### src/rtl/ipt_pkg.sv
package ipt_pkg;
    parameter int PID_W = 8;
    parameter int VPN_W = 6;
    parameter int OFF_W = 10;
    parameter int IDX_W = 5;

    localparam int KEY_W  = (PID_W > VPN_W) ? PID_W : VPN_W;
    localparam int FOLD_N = (KEY_W + IDX_W - 1) / IDX_W;
    localparam int FOLD_W = FOLD_N * IDX_W;
    localparam int PA_W   = IDX_W + OFF_W;

    typedef struct packed {
        logic [PID_W-1:0] pid;
        logic [VPN_W-1:0] vpn;
        logic             used;
        logic             dirty;
        logic             wr_ok;
        logic             resident;
    } ipt_entry_t;

    localparam int ENT_W = $bits(ipt_entry_t);

    typedef enum logic [1:0] {
        FLT_NONE = 2'd0,
        FLT_PAGE = 2'd1,
        FLT_PROT = 2'd2
    } fault_e;
endpackage

### src/rtl/ipt_hash.sv
module ipt_hash
    import ipt_pkg::*;
(
    input  logic [PID_W-1:0] pid,
    input  logic [VPN_W-1:0] vpn,
    output logic [IDX_W-1:0] idx
);
    logic [FOLD_W-1:0] key;

    assign key = FOLD_W'(pid) ^ FOLD_W'(vpn);

    // fold the key into IDX_W bits chunk by chunk
    always_comb begin
        idx = '0;
        for (int g = 0; g < FOLD_N; g++) begin
            idx = idx ^ key[g*IDX_W +: IDX_W];
        end
    end
endmodule

### src/rtl/ipt_match.sv
module ipt_match
    import ipt_pkg::*;
(
    input  ipt_entry_t       ent,
    input  logic [PID_W-1:0] pid,
    input  logic [VPN_W-1:0] vpn,
    input  logic             is_wr,
    output logic             hit,
    output fault_e           fault
);
    logic tag_eq;

    assign tag_eq = (ent.pid == pid) && (ent.vpn == vpn);

    // residency and ownership outrank protection
    always_comb begin
        hit   = 1'b0;
        fault = FLT_PAGE;
        if (ent.resident && tag_eq) begin
            if (is_wr && !ent.wr_ok) begin
                fault = FLT_PROT;
            end else begin
                hit   = 1'b1;
                fault = FLT_NONE;
            end
        end
    end
endmodule

### src/rtl/ipt_lookup.sv
module ipt_lookup
    import ipt_pkg::*;
#(
    parameter int MADDR_W = 16
) (
    input  logic               clk,
    input  logic               rst_n,
    input  logic [MADDR_W-1:0] tbl_base,
    input  logic               req_valid,
    output logic               req_ready,
    input  logic [PID_W-1:0]   req_pid,
    input  logic [VPN_W-1:0]   req_vpn,
    input  logic [OFF_W-1:0]   req_off,
    input  logic               req_write,
    output logic               rsp_valid,
    input  logic               rsp_ready,
    output logic               rsp_hit,
    output logic [1:0]         rsp_fault,
    output logic [PA_W-1:0]    rsp_paddr,
    output logic               mem_rd_en,
    output logic [MADDR_W-1:0] mem_rd_addr,
    input  logic               mem_rd_valid,
    input  logic [ENT_W-1:0]   mem_rd_data
);
    typedef enum logic [1:0] {S_IDLE, S_ISSUE, S_WAIT, S_RESP} state_e;

    state_e state, nxt;

    logic [PID_W-1:0]   pid_q;
    logic [VPN_W-1:0]   vpn_q;
    logic [OFF_W-1:0]   off_q;
    logic               wr_q;
    logic [IDX_W-1:0]   idx_q;
    logic [MADDR_W-1:0] base_q;
    logic               hit_q;
    fault_e             flt_q;

    logic [IDX_W-1:0]   idx_d;
    logic               m_hit;
    fault_e             m_flt;

    ipt_hash u_hash (
        .pid (req_pid),
        .vpn (req_vpn),
        .idx (idx_d)
    );

    ipt_match u_match (
        .ent   (ipt_entry_t'(mem_rd_data)),
        .pid   (pid_q),
        .vpn   (vpn_q),
        .is_wr (wr_q),
        .hit   (m_hit),
        .fault (m_flt)
    );

    always_comb begin
        nxt = state;
        unique case (state)
            S_IDLE:  if (req_valid)    nxt = S_ISSUE;
            S_ISSUE:                   nxt = S_WAIT;
            S_WAIT:  if (mem_rd_valid) nxt = S_RESP;
            S_RESP:  if (rsp_ready)    nxt = S_IDLE;
            default:                   nxt = S_IDLE;
        endcase
    end

    always_ff @(posedge clk or negedge rst_n) begin
        if (!rst_n) state <= S_IDLE;
        else        state <= nxt;
    end

    always_ff @(posedge clk or negedge rst_n) begin
        if (!rst_n) begin
            pid_q  <= '0;
            vpn_q  <= '0;
            off_q  <= '0;
            wr_q   <= 1'b0;
            idx_q  <= '0;
            base_q <= '0;
            hit_q  <= 1'b0;
            flt_q  <= FLT_NONE;
        end else if (state == S_IDLE && req_valid) begin
            pid_q  <= req_pid;
            vpn_q  <= req_vpn;
            off_q  <= req_off;
            wr_q   <= req_write;
            idx_q  <= idx_d;
            base_q <= tbl_base;
        end else if (state == S_WAIT && mem_rd_valid) begin
            hit_q  <= m_hit;
            flt_q  <= m_flt;
        end
    end

    always_comb begin
        req_ready   = (state == S_IDLE);
        mem_rd_en   = (state == S_ISSUE);
        rsp_valid   = (state == S_RESP);
        mem_rd_addr = base_q + MADDR_W'(idx_q);
        rsp_hit     = hit_q;
        rsp_fault   = flt_q;
        rsp_paddr   = hit_q ? {idx_q, off_q} : '0;
    end
endmodule

### config.mk
export PLATFORM = sky130hd
export DESIGN_NAME = ipt_lookup
export DESIGN_NICKNAME = d
export VERILOG_FILES = /design/src/rtl/ipt_pkg.sv /design/src/rtl/ipt_hash.sv /design/src/rtl/ipt_match.sv /design/src/rtl/ipt_lookup.sv
export SDC_FILE = /design/constraint.sdc
export NUM_CORES = 1
export LEC_CHECK = 0
export BUFFER_PORTS_ARGS = -buffer_cell sky130_fd_sc_hd__buf_4
export CORE_UTILIZATION = 30
export DETAILED_ROUTE_END_ITERATION = 16
export GPL_TIMING_DRIVEN = 0
export PLACE_DENSITY = 0.65
export SLEW_MARGIN = 15
export SYNTH_ARGS = -nofsm -noshare
export SYNTH_HDL_FRONTEND = slang
export SYNTH_SLANG_ARGS = --single-unit
### constraint.sdc
create_clock -name clk -period 3.8 [get_ports clk]
set_clock_uncertainty 0.2 [all_clocks]
set_input_delay 0 -clock clk [delete_from_list [all_inputs] [get_ports clk]]
set_output_delay 0 -clock clk [all_outputs]
set_load 0.01 [all_outputs]
After elaboration in Yosys (flattened, before gate mapping). Index checks and enable logic that the tools add are counted.

Register bits: 51. Bits in latches: 0. Bits in writable memories: 0. ROM bits: 0. Input bits: 64. Memories kept: 0.

$add $sub $neg: 1. $mul: 0. Divide/modulo/power cells: 0. Magnitude comparators: 0. Equal/unequal tests: 8. Shifts and indexed selects: 0. Multiplexer cells: 9. Bitwise gates (word level): 3. Reductions and logical operators: 9.

Operators with widths (count): $add 16x5->16 (1); $mux 15 (1); $mux 2 (5); $eq 8x8->1 (1); $pmux 2 s4 (1); $xor 8x6->8 (1); $eq 6x6->1 (1); $logic_and 1x1->1 (5); $xor 5x5->5 (1); $eq 2x2->1 const B (2); $ne 2x2->1 const B (2); $reduce_and 3->1 (1); $eq 2x1->1 const B (1); $logic_not 2->1 (1); $mux 1 (2); $ne 2x1->1 const B (1); $reduce_and 2->1 (1); $logic_not 1->1 (1); $not 1->1 (1).

Longest topological paths before layout.
Depth in word-level cells: 4. Depth in mapped cells: 7.

Hierarchy. From an unflattened synthesis, not the netlist that was laid out.

Cell total of the unflattened synthesis: 227. Area total of the unflattened synthesis: 2772.7 µm².

Modules (own cells, without submodules): ipt_lookup (instances 1, cells each 189, area an instance 2489.9 µm²); ipt_match (instances 1, cells each 29, area an instance 203.9 µm²); ipt_hash (instances 1, cells each 9, area an instance 78.8 µm²).

Least setup slack after synthesis. OpenSTA, ideal clock, no wires.

Path kind: reg2out. Start: register idx_q[0]. End: output mem_rd_addr[8]. Arrival: 1.683 ns. Path slack: 1.917 ns. Stages on the path, launching flop included: 7. Cells stage by stage: dfrtp_1 -> ha_1 -> fa_1 -> a211oi_1 -> o21bai_1 -> nand4_1 -> xnor2_1.

Longest elaborated chain between the ends: 1.

RTL lines: start: declaration (RTL line ipt_lookup.sv:33) `logic [IDX_W-1:0] idx_q;`; start signal: assignment (RTL line ipt_lookup.sv:88) `idx_q <= idx_d;`; $add 16x5->16 (RTL line ipt_lookup.sv:100) `mem_rd_addr = base_q + MADDR_W'(idx_q);`; end: declaration (RTL line ipt_lookup.sv:21) `output logic [MADDR_W-1:0] mem_rd_addr,`.

No other way between the ends.

Worst setup path after layout.
Start: register state[0]. End: register flt_q[1], in the netlist rsp_fault[1].

Longest elaborated chain between the ends: 4. Elaborated cells on any way between the ends: 6.

RTL lines: start: declaration (RTL line ipt_lookup.sv:27) `state_e state, nxt;`; start signal: assignment (RTL line ipt_lookup.sv:70) `else state <= nxt;`; $logic_not 2->1 (RTL line ipt_lookup.sv:83) `end else if (state == S_IDLE && req_valid) begin`; $logic_and 1x1->1 (RTL line ipt_lookup.sv:83); $not 1->1 (no source line); $reduce_and 2->1 (no source line) (*); end signal: assignment (RTL line ipt_lookup.sv:92) `flt_q <= m_flt;`; end: declaration (RTL line ipt_lookup.sv:36) `fault_e flt_q;`.

Every way passes the cells marked *; elsewhere a longest branch is shown, timed or not. A chain may end at the register's enable or synchronous reset.

==> results.ini <==
[placed_design]
post_dp_cell_area_sq_um=3610
gp_congestion=0.747
port_buffers=98
dp_hpwl_mm=4.82

[clock_tree]
cts_hold_buf=51
cts.sinks=51
clockRootBuffer=clkbuf_8
cts_max_level=2
clk_path_buf_depth=2
cts_tree=built
cts_buffers=5
post_cts_buffers=0
clk_latency_ps=300
ctsResizeCount=0
clk_pin_slew_ps=100

[power_and_ir_drop]
p_leak_nw=1.97
ir_drop_uv=247
total_power_w=0.00285
powerDensity_nw_per_um2=672

[die]
fp.dieW_microns=97.6
io_pins=101
start_util=0.313
fp-row-count=34
fp.dieH_microns=97.6
die-area_sq_um=9520
core_area_sq_um=8760

[cells_and_area]
synthToLayoutAreaGrowth_pct=54.7
diodes=0
drive_gt1_frac=0.405
fin_nets=462
final_area_sq_um=4240

[logic_synthesis]
ys_warn_count=0
synth_nets=306
ys_seq_elements=51
synthCells=231
synth.distinct_cells=33
yosysSeqAreaShare=0.466
syn_area_sq_um=2740
syn_area_per_cell_sq_um=11.9

[timing]
min_period_over_period=0.740
relSlewSlack=0.557
setup_tns_ps=0
hold_violations=0
slew_violations=0
max_freq_mhz=356
period_minus_slack_ps=2810
timing.hold.ws_ps=72.7
worst_pin_slew_ps=665
setup_violations=0
rsz0062_at_grt=no

[worst_setup_path]
end_kind=register
required_ps=3840
critPathMaxFanout=8
path_class=reg2reg
arrival_ps=2850
worstSetupStartpointType=register

[grt]
grt_pass1_vias=2312
antenna_found_initial=0
grt_usage=0.144
grt_pass1_wl_mm=11.0
grt_max_degree=52
grt_overflow=0

[drt]
drc=0
routedWlPerCell_microns=13.4
viasPerCell=4.50
routed_wl_mm=6.64
drtIter0Drc=58
first_pass_iters=4
ant_nets=0
vias=2233

[min_path]
hp-class=in2async

[flow_run]
maxCapViolCount=0

[run_status]
status=finished clean

-- sequential cells by signal, summed over array words and instances (netlist names) --
signal,flops
base_q,16
off_q,10
pid_q,8
vpn_q,6
idx_q,5
rsp_fault,2
state,2
rsp_hit,1
wr_q,1
-- cells by family after synthesis --
logic type      Yosys count  share of synthesized area
xor+xnor                 37                      0.118
fa+ha+maj                11                     0.0530
compound gates           22                     0.0566
buf+inv                  14                     0.0228
simple gates             55                      0.115
flops                    51                      0.466
mux                      41                      0.169
-- stage by stage --
step	util	setup slack [ps]	cells
floorplan	-	1920	231
global route	0.484	818	496
global placement	0.412	1650	437
finish	0.484	988	496
CTS	0.484	961	496
detailed placement	0.412	1590	437
-- cell usage in the layout (no fill, tap or decap), types with 7 or more instances in the layout --
master         count
o21ai_0           11
xnor2_1           21
dlygate4sd3_1     51
ha_1              10
and2_1            16
xor2_1            16
nand4_1            7
mux2_2            41
nand2_1           13
dfrtp_1           51
buf_4             99
-- where the power goes --
group / switching, W / leakage, nW / internal [W] / total (W)
clock network: 0.000182 / 0.0612 / 0.000213 / 0.000395
registers: 0.000189 / 0.606 / 0.000806 / 0.000995
logic: 0.000649 / 1.30 / 0.000809 / 0.00146
total: 0.00102 / 1.97 / 0.00183 / 0.00285
-- per-layer routing --
layer,GRT usage,share of wire,vias up
li1,-,-,1112
met1,0.190,0.47,1038
met2,0.241,0.47,76
met3,0.0324,0.052,7
met4,0.0317,0.0071,0
met5,0,0,-
-- worst paths after layout --
check / slack (ps) / startpoint / end / depth (start not counted)
worst max-delay path: 990 / state[0] / rsp_fault[1] / 8
worst min-delay path: 70 / rst_n / base_q[13] / 2
worst max register to register: 990 / state[0] / rsp_fault[1] / 8
worst min register to register: 300 / off_q[2] / off_q[2] / 1
max in group asynchronous: 2880 / rst_n / state[0] / 2
min in group clk: 100 / mem_rd_data[13] / rsp_fault[0] / 5
-- cells in the mapped netlist --
cell	number	area share
o21ai_0	11	0.020
o41ai_2	1	0.0059
clkbuf_1	2	0.0027
o21ai_4	1	0.0059
and4bb_1	1	0.0046
nor4b_1	1	0.0032
mux2_2	41	0.17
a21o_1	2	0.0055
or2_2	1	0.0023
nand2_1	13	0.018
nand4_1	7	0.016
buf_4	1	0.0027
nand3_1	5	0.0091
and4_1	2	0.0064
o21bai_1	1	0.0027
a21oi_1	2	0.0037
a211oi_1	2	0.0055
and3_1	1	0.0023
o32a_1	1	0.0037
ha_1	10	0.046
buf_2	5	0.0091
nor2b_1	1	0.0023
inv_1	6	0.0082
fa_1	1	0.0073
nand3b_1	1	0.0027
xnor2_1	21	0.067
dfrtp_1	51	0.47
xor2_1	16	0.051
nor4_1	2	0.0046
nor2_1	3	0.0041
and2_1	16	0.037
and2_2	1	0.0027
a222oi_1	1	0.0037
-- final cells by class --
cell class	instances	area, sq um
Tap cell	108	135
Buffer	8	40.0
Clock buffer	6	82.6
Clock inverter	2	35.0
Inverter	6	22.5
Timing Repair Buffer	149	1250
Fill cell	798	4530
Multi-Input combinational cell	166	1400
Sequential cell	51	1280
-- critical path, cell delays in order, from the launching register on --
cell and delay (ps):
dfrtp_1 390, inv_1 100, ha_1 240, nand2_1 240
and3_1 270, nand4_1 90, dlygate4sd3_1 550, o21ai_0 120
dlygate4sd3_1 560
Power figures use the tool's default switching activity.
